## src/rtl/sgw_pkg.sv

```systemverilog
package sgw_pkg;
    localparam int WORD_W   = 32;
    localparam int BYTES    = WORD_W / 8;
    localparam int LEN_W    = 23;
    localparam int EOF_BIT  = 26;
    localparam int SOF_BIT  = 27;
    localparam int DONE_BIT = 31;

    localparam int OFS_LINK = 'h00;
    localparam int OFS_BUF  = 'h08;
    localparam int OFS_CTRL = 'h18;
    localparam int OFS_STAT = 'h1C;
    localparam int OFS_APP  = 'h20;

    typedef enum logic [3:0] {
        ST_IDLE, ST_LINK, ST_BUF, ST_CTRL, ST_STAT,
        ST_APP, ST_RD, ST_OUT, ST_WB, ST_ADV
    } walk_st_e;
endpackage

```

## src/rtl/sgw_keep_gen.sv

```systemverilog
module sgw_keep_gen #(
    parameter int LEN_W = 23,
    parameter int BYTES = 4
) (
    input  logic [LEN_W-1:0] rem,
    output logic [BYTES-1:0] keep,
    output logic             final_beat
);
    for (genvar i = 0; i < BYTES; i++) begin : g_keep
        assign keep[i] = (rem > LEN_W'(i));
    end
    assign final_beat = (rem <= LEN_W'(BYTES));
endmodule

```

## src/rtl/sgw_app_regs.sv

```systemverilog
module sgw_app_regs #(
    parameter int APP_N  = 6,
    parameter int IDX_W  = 3,
    parameter int WORD_W = 32
) (
    input  logic                    clk,
    input  logic                    rst_n,
    input  logic                    we,
    input  logic [IDX_W-1:0]        idx,
    input  logic [WORD_W-1:0]       wdata,
    output logic [APP_N*WORD_W-1:0] app
);
    for (genvar i = 0; i < APP_N; i++) begin : g_word
        logic [WORD_W-1:0] word_q;
        always_ff @(posedge clk) begin
            if (!rst_n)
                word_q <= '0;
            else if (we && idx == IDX_W'(i))
                word_q <= wdata;
        end
        assign app[i*WORD_W +: WORD_W] = word_q;
    end
endmodule

```

## src/rtl/sg_desc_walker.sv

```systemverilog
module sg_desc_walker #(
    parameter int AW    = 32,
    parameter int APP_N = 6
) (
    input  logic                            clk,
    input  logic                            rst_n,
    input  logic                            run,
    input  logic                            start,
    input  logic                            ptr_load,
    input  logic [AW-1:0]                   ptr_in,
    input  logic [AW-1:0]                   tail_ptr,
    output logic [AW-1:0]                   cur_ptr,
    output logic                            busy,
    output logic                            idle,
    output logic                            mem_req,
    output logic                            mem_we,
    output logic [AW-1:0]                   mem_addr,
    output logic [sgw_pkg::WORD_W-1:0]      mem_wdata,
    input  logic                            mem_ack,
    input  logic [sgw_pkg::WORD_W-1:0]      mem_rdata,
    output logic                            m_tvalid,
    input  logic                            m_tready,
    output logic [sgw_pkg::WORD_W-1:0]      m_tdata,
    output logic [sgw_pkg::BYTES-1:0]       m_tkeep,
    output logic                            m_tlast,
    output logic [APP_N*sgw_pkg::WORD_W-1:0] frame_app,
    output logic                            frame_done
);
    import sgw_pkg::*;

    localparam int IDX_W = (APP_N > 1) ? $clog2(APP_N) : 1;

    typedef struct packed {
        walk_st_e          st;
        logic [AW-1:0]     cur;
        logic [AW-1:0]     link;
        logic [AW-1:0]     baddr;
        logic [LEN_W-1:0]  len;
        logic [LEN_W-1:0]  rem;
        logic              sof;
        logic              eof;
        logic [IDX_W-1:0]  idx;
        logic              idle;
        logic              pend;
        logic [WORD_W-1:0] data;
        logic [BYTES-1:0]  keep;
        logic              last;
        logic              done;
    } walk_s;

    walk_s q, d;
    logic [BYTES-1:0] keep_w;
    logic             fin_w;
    logic             again;
    logic             app_we;

    sgw_keep_gen #(.LEN_W(LEN_W), .BYTES(BYTES)) u_keep (
        .rem(q.rem), .keep(keep_w), .final_beat(fin_w)
    );

    assign app_we = (q.st == ST_APP) && mem_ack;

    sgw_app_regs #(.APP_N(APP_N), .IDX_W(IDX_W), .WORD_W(WORD_W)) u_app (
        .clk(clk), .rst_n(rst_n), .we(app_we), .idx(q.idx),
        .wdata(mem_rdata), .app(frame_app)
    );

    assign again = q.pend || (start && run);

    always_comb begin
        d = q;
        d.done = 1'b0;
        if (q.st != ST_IDLE && start && run)
            d.pend = 1'b1;
        case (q.st)
            ST_IDLE: begin
                if (ptr_load)
                    d.cur = ptr_in;
                if (start && run) begin
                    d.idle = 1'b0;
                    d.st   = ST_LINK;
                end
            end
            ST_LINK: if (mem_ack) begin
                d.link = mem_rdata[AW-1:0];
                d.st   = ST_BUF;
            end
            ST_BUF: if (mem_ack) begin
                d.baddr = mem_rdata[AW-1:0];
                d.st    = ST_CTRL;
            end
            ST_CTRL: if (mem_ack) begin
                d.len = mem_rdata[LEN_W-1:0];
                d.rem = mem_rdata[LEN_W-1:0];
                d.sof = mem_rdata[SOF_BIT];
                d.eof = mem_rdata[EOF_BIT];
                d.st  = ST_STAT;
            end
            ST_STAT: if (mem_ack) begin
                if (mem_rdata[DONE_BIT]) begin
                    d.pend = 1'b0;
                    d.idle = !again;
                    d.st   = again ? ST_LINK : ST_IDLE;
                end else if (q.sof) begin
                    d.idx = '0;
                    d.st  = ST_APP;
                end else begin
                    d.st = (q.len == '0) ? ST_WB : ST_RD;
                end
            end
            ST_APP: if (mem_ack) begin
                if (q.idx == IDX_W'(APP_N - 1))
                    d.st = (q.len == '0) ? ST_WB : ST_RD;
                else
                    d.idx = q.idx + 1'b1;
            end
            ST_RD: if (mem_ack) begin
                d.data = mem_rdata;
                d.keep = keep_w;
                d.last = q.eof && fin_w;
                d.st   = ST_OUT;
            end
            ST_OUT: if (m_tready) begin
                d.baddr = q.baddr + AW'(BYTES);
                d.rem   = fin_w ? '0 : q.rem - LEN_W'(BYTES);
                d.st    = fin_w ? ST_WB : ST_RD;
            end
            ST_WB: if (mem_ack) begin
                d.done = q.eof;
                d.st   = ST_ADV;
            end
            ST_ADV: begin
                d.cur = q.link;
                if (q.cur == tail_ptr) begin
                    d.pend = 1'b0;
                    d.idle = !again;
                    d.st   = again ? ST_LINK : ST_IDLE;
                end else if (!run) begin
                    d.pend = 1'b0;
                    d.st   = ST_IDLE;
                end else begin
                    d.st = ST_LINK;
                end
            end
            default: d.st = ST_IDLE;
        endcase
    end

    always_ff @(posedge clk) begin
        if (!rst_n) begin
            q      <= '0;
            q.st   <= ST_IDLE;
            q.idle <= 1'b1;
        end else begin
            q <= d;
        end
    end

    always_comb begin
        mem_addr = q.cur;
        case (q.st)
            ST_LINK: mem_addr = q.cur + AW'(OFS_LINK);
            ST_BUF:  mem_addr = q.cur + AW'(OFS_BUF);
            ST_CTRL: mem_addr = q.cur + AW'(OFS_CTRL);
            ST_STAT: mem_addr = q.cur + AW'(OFS_STAT);
            ST_APP:  mem_addr = q.cur + AW'(OFS_APP) + AW'({q.idx, 2'b00});
            ST_RD:   mem_addr = q.baddr;
            ST_WB:   mem_addr = q.cur + AW'(OFS_STAT);
            default: mem_addr = q.cur;
        endcase
    end

    assign mem_req   = q.st inside {ST_LINK, ST_BUF, ST_CTRL, ST_STAT, ST_APP, ST_RD, ST_WB};
    assign mem_we    = (q.st == ST_WB);
    assign mem_wdata = {1'b1, {(WORD_W-1-LEN_W){1'b0}}, q.len};
    assign m_tvalid  = (q.st == ST_OUT);
    assign m_tdata   = q.data;
    assign m_tkeep   = q.keep;
    assign m_tlast   = q.last;
    assign busy      = (q.st != ST_IDLE);
    assign idle      = q.idle;
    assign cur_ptr   = q.cur;
    assign frame_done = q.done;
endmodule

```

## config.mk

```make
export PLATFORM = sky130hd
export DESIGN_NAME = sg_desc_walker
export DESIGN_NICKNAME = d
export VERILOG_FILES = /design/src/rtl/sgw_pkg.sv /design/src/rtl/sgw_keep_gen.sv /design/src/rtl/sgw_app_regs.sv /design/src/rtl/sg_desc_walker.sv
export SDC_FILE = /design/constraint.sdc
export NUM_CORES = 1
export LEC_CHECK = 0
export BUFFER_PORTS_ARGS = -buffer_cell sky130_fd_sc_hd__buf_2
export CAP_MARGIN = 15
export CORE_MARGIN = 8
export CORE_UTILIZATION = 55
export DETAILED_ROUTE_END_ITERATION = 8
export PLACE_DENSITY = 0.81
export REMOVE_ABC_BUFFERS = 1
export SYNTH_ARGS = -nofsm -noshare
export SYNTH_HDL_FRONTEND = slang
export SYNTH_SLANG_ARGS = --single-unit
export TNS_END_PERCENT = 20
```

## constraint.sdc

```tcl
create_clock -name clk -period 3.93 [get_ports clk]
set_input_delay 0.5895 -clock clk [delete_from_list [all_inputs] [get_ports clk]]
set_output_delay 0.5895 -clock clk [all_outputs]
set_load 0.03 [all_outputs]
```

* Yosys cells after proc, flatten, opt, wreduce, memory -nomap -nowiden *
Cells that the tools add are included.

storage, ports and cells
  input port bits = 103
  register bits after elaboration = 383
  output and inout bits = 331
  logic and storage cells = 141

operators by class
  reductions and logical operators = 34
  add/subtract/negate cells = 8
  magnitude comparators = 5
  multiplexer cells = 42
  equal/unequal tests = 31

operators by type and width
  kind                                                             count
  one-hot mux 32 bit (5 select lines)                              1
  one-hot mux 32 bit (2 select lines)                              2
  two-way mux 32 bit                                               3
  adder 32 x 5 -> 32 bit, second input constant                    2
  two-way mux 4 bit                                                15
  greater-than comparator 23 x 1 -> 1 bit, second input constant   2
  greater-than comparator 23 x 2 -> 1 bit, second input constant   2
  two-way mux 23 bit                                               2
  one-hot mux 23 bit (2 select lines)                              1
  one-hot mux 4 bit (10 select lines)                              1
  adder 32 x 3 -> 32 bit, second input constant                    1
  adder 32 x 4 -> 32 bit, second input constant                    1
  adder 32 x 5 -> 32 bit                                           1
  adder 32 x 6 -> 32 bit, second input constant                    1
  equality test 32 bit                                             1
  != test 2 bit, second input constant                             13
  two-way mux 25 bit                                               1
  less-or-equal comparator 23 x 3 -> 1 bit, second input constant  1
  zero test 23 bit                                                 1
  subtractor 23 x 3 -> 23 bit, second input constant               1
  equality test 4 x 3 -> 1 bit, second input constant              4
  two-way mux 3 bit                                                4
  logical AND 1 bit                                                11
  AND reduction 10 bit                                             1
  other kinds (27)                                                 47

* Logic depth before layout (Yosys ltp) *
  word-level depth = 7
  mapped depth = 13
  mapped depth without buffers = 10

* Cells and area by module *
Synthesis repeated with hierarchy kept, for this count alone.

second synthesis, totals
  cell total of the unflattened synthesis = 2345
  area, all modules = 19004.5 um^2

by module, submodules not included
  module          seq. area each (um^2)  cells each  area each (um^2)  times used
  sg_desc_walker  3823.7                 1669        11933.9           1
  sgw_app_regs    3843.7                 661         6966.7            1
  sgw_keep_gen    0.0                    15          103.8             1

* Worst setup path after synthesis *
Ideal clock, no wire load.

  kind = reg2out
  start = register q[188] (netlist bit)
  end = output mem_addr[25]
  buffers on the path = 3
  arrival time = 3598 ps
  path slack = -257 ps
  stages on the path, launching flop included = 13
  required time = 3340 ps
  cell sequence = dfxtp_1 clkbuf_2 buf_2 nand2_1 nor3_1 inv_1 fa_1 and4b_1 nand3_1 clkbuf_1 a2bb2oi_1 and2_1 o311ai_0

on the way
  cells in the longest elaborated chain, start to end = 3
  elaborated cells on any way between the ends = 8
  classes of those cells = eq/ne (6); mux (1); reduce/logical (1)

ends and longest elaborated chain
  what                                                                        RTL line               source
  start: declaration                                                          sg_desc_walker.sv:51   walk_s q, d;
  equality test 4 bit / equality test 4 x 3 -> 1 bit (equally long branches)  sg_desc_walker.sv:161  case (q.st)
  OR reduction 2 bit (no source line)                                         n/a
  one-hot mux 32 bit (5 select lines) *                                       sg_desc_walker.sv:161
  end: declaration                                                            sg_desc_walker.sv:17   output logic [AW-1:0] mem_addr,

Every way passes the cells marked *; elsewhere a longest branch is shown, timed or not.

* Worst setup path after layout *
  start = register q[189] (netlist bit)
  end = output mem_addr[16]

The elaborated chain is that of the path after synthesis.

==> out/results.txt <==
Fin. Hold Viols - 0
Worst EP required - 3340 ps
Inserted Clock Buffers - 41
first-pass GRT wire length - 114000 µm
crit path capture type - output pin
Clock Path Buffers - 3
Root Buffer - clkbuf_16
fin crit share - 0.990
FF-to-FF setup slack - 840 ps
R2R cell count - 8
final instance area - 22100 µm²
fill count - 2982
CTS H-tree depth - 2
Via density - 6.19
Post-synth top cells - 680 x nand2_1, 383 x dfxtp_1, 369 x a21oi_1
unrepaired setup endpoints after global routing - yes
routed len/inst - 23.1 µm
Pleak - 9.18 nW
mean post-synth cell area - 7.41 µm²
via count - 20200
Placed Cells incl. Taps - 3181
Starting Density - 0.553
share of layout cells above drive strength 1 - 0.219
post-synthesis async set-or-reset flop share - 0
count leader, synth - nand2_1
RR Startpoint - q[189]$_SDFFE_PN0P_
Multi-input gate area - 9610 µm²
slew margin rel. - 0.287
non-filler instance count after layout - 3259
critical path peak fanout - 23
top-area cell type share of the netlist area - 0.405
Final setup viols - 0
Hold Path Origin - run
worst hold path type - input pin to flip-flop
final wirelength - 75100 µm
Port Buffers - 424
Pre-antenna DRT Iters - 7
Hold Path End - q[38]$_SDFF_PN0_
largest net degree at the start of global routing - 127
CTS tree - done
Power per Cell Area - 537 nW/µm²
GRT Overall Usage - 0.350
Period minus WS final - 3890 ps
Die Area - 40600 µm²
CTS sink count - 383
Tot Pwr - 11.8 mW
register area - 7670 µm²
synthesized flop and latch total - 383
VDD IR max - 0.353 mV
Post-CTS Hold Fix Bufs - 0
die width - 202 µm
status - finished clean
gpl congestion - 0.978
fin. max-slew vios - 0
sequential cell area fraction in the yosys report - 0.405
clock slew at reported path FFs - 60 ps
setup skew after layout - 10.3 ps
hpwl dp - 52000 µm
DP Area - 20600 µm²
I/O pin cnt - 434
Post-Synthesis Cells - 2553
Post-synth EDFFs - 0
antenna violations before repair - 3
DRT iter0 DRCs - 2268
dominant cell type by area after synthesis - dfxtp_1
Clk Latency, worst-skew pair - 540 ps
gr ovfl total - 0
CP Launch Type - flip-flop
Row Count - 68
DR DRC count - 0
area grow syn2layout - 16.6%
slew of the pin with the lowest slew margin - 1070 ps
Synth Warn # - 0
critical path arrival - 3300 ps
Yosys cell types - 80
Die Y - 202 µm
Area contributors post-synth - dfxtp_1 41%, nand2_1 13%, a21oi_1 9.8%, buf_4 4.0%, clkbuf_1 4.0%
type of the worst setup path - flip-flop to output pin
Core Region - 34200 µm²
vias in the first global route - 19400
nets@finish - 2890
Mapped Area - 18900 µm²
reg2reg end - u_app.g_word[0].word_q[7]$_SDFFE_PN0P_
hold path depth - 3
Fmax achieved - 257 MHz
antenna viol nets, final - 0
Main synth FF type - dfxtp_1
Max-cap violations - 0
==> worst max path at each step <==
| stage | start | endpoint | slack [ps] | depth (start not counted) |
|---|---|---|---|---|
| 2_1_floorplan | rst_n | q[62]$_SDFFE_PN0P_ | -2490 | 3 |
| 3_3_place_gp | q[188]$_SDFFE_PN0P_ | mem_addr[21] | 370 | 12 |
| 3_5_place_dp | q[187]$_SDFFE_PN0P_ | mem_addr[21] | 370 | 12 |
| 4_1_cts | q[187]$_SDFFE_PN0P_ | mem_addr[21] | 4 | 12 |
| 5_1_grt | q[187]$_SDFFE_PN0P_ | mem_addr[21] | -50 | 12 |
| 6_report | q[189]$_SDFFE_PN0P_ | mem_addr[16] | 40 | 8 |
==> cell type report <==
cell class	instances	area share
Multi-Input combinational cell	1823	0.435
Sequential cell	383	0.348
Timing Repair Buffer	496	0.121
Clock buffer	55	0.0549
Tap cell	455	0.0258
Clock inverter	16	0.00981
Inverter	27	0.00493
Antenna cell	4	0.000454
==> layout by cell type, fill, tap and decap left out, types with 9 or more instances in the layout <==
cell | netlist | final
buf_4 | 102 | 72
nand3_1 | 45 | 43
nor3_1 | 33 | 32
a22oi_1 | 12 | 12
inv_1 | 26 | 25
nor4_1 | 22 | 22
o211ai_1 | 9 | 9
clkbuf_16 | 0 | 43
ha_1 | 13 | 13
and2_1 | 18 | 17
a21oi_1 | 369 | 368
conb_1 | 2 | 9
dfxtp_1 | 383 | 382
and3_1 | 18 | 18
xor2_1 | 37 | 37
nand4_1 | 32 | 32
o31ai_1 | 10 | 10
a221o_1 | 9 | 9
nor2_1 | 136 | 134
mux2i_1 | 34 | 34
buf_2 | 11 | 423
o21ai_0 | 89 | 88
a31oi_1 | 24 | 24
a211oi_1 | 46 | 46
clkbuf_8 | 4 | 9
nand2_1 | 680 | 676
or3_1 | 12 | 12
o21a_1 | 12 | 11
o22ai_1 | 10 | 10
==> per-stage QoR <==
step	utilization	TNS [ps]	hold WS, ps	setup WS, ps
finish	0.645	0	372	40.8
global route	0.645	-117	399	-46.1
floorplan	-	-654160	428	-2490
detailed placement	0.601	0	443	370
global placement	0.601	0	438	366
CTS	0.643	0	359	3.96
==> per-layer routing <==
layer | up-vias | share of wire | GRT usage
met1 | 9450 | 0.38 | 0.431
met2 | 1382 | 0.45 | 0.553
met3 | 220 | 0.12 | 0.100
met5 | - | 0 | 0
li1 | 9107 | - | -
met4 | 0 | 0.048 | 0.171
==> cells by family after synthesis <==
family | count (synthesis) | synth area share
flip-flops | 383 | 0.405
multiplexers | 38 | 0.0204
XOR/XNOR | 45 | 0.0208
adder cells (fa/ha/maj) | 15 | 0.0107
buffers and inverters | 354 | 0.0942
AND/OR/NAND/NOR | 1044 | 0.237
other | 2 | 0.000397
AO/OA/AOI/OAI | 672 | 0.212
==> power by group <==
group	internal, mW	switching (mW)
clock	2.49	1.61
combinational	1.03	2.30
sequential	4.10	0.323
total	7.62	4.23
==> sequential cells by signal, summed over array words and instances, names as in the netlist <==
name and flops:
mem_wdata 23, idle 1, m_tkeep 4, m_tlast 1
cur_ptr 32, m_tdata 32, q 97, frame_done 1
u_app.g_word.word_q 192
==> worst max-delay path, stage by stage (launching register included) <==
cell,delay [ps]
dfxtp_1,400
buf_4,300
nor2b_1,390
o21ai_2,380
o221ai_2,410
nand2_1,130
o311ai_0,370
buf_4,200
buf_2,190
==> repair_timing <==
action / 4_1_cts / 5_1_grt
pin swaps: 0 / 2
cloned: 0 / 0
setup buffers: 0 / 3
endpoints found under the hold margin: 0 / 0
endpoints found under the setup margin: 5 / 15
resized for setup: 2 / 13
Power figures use the tool's default switching activity.
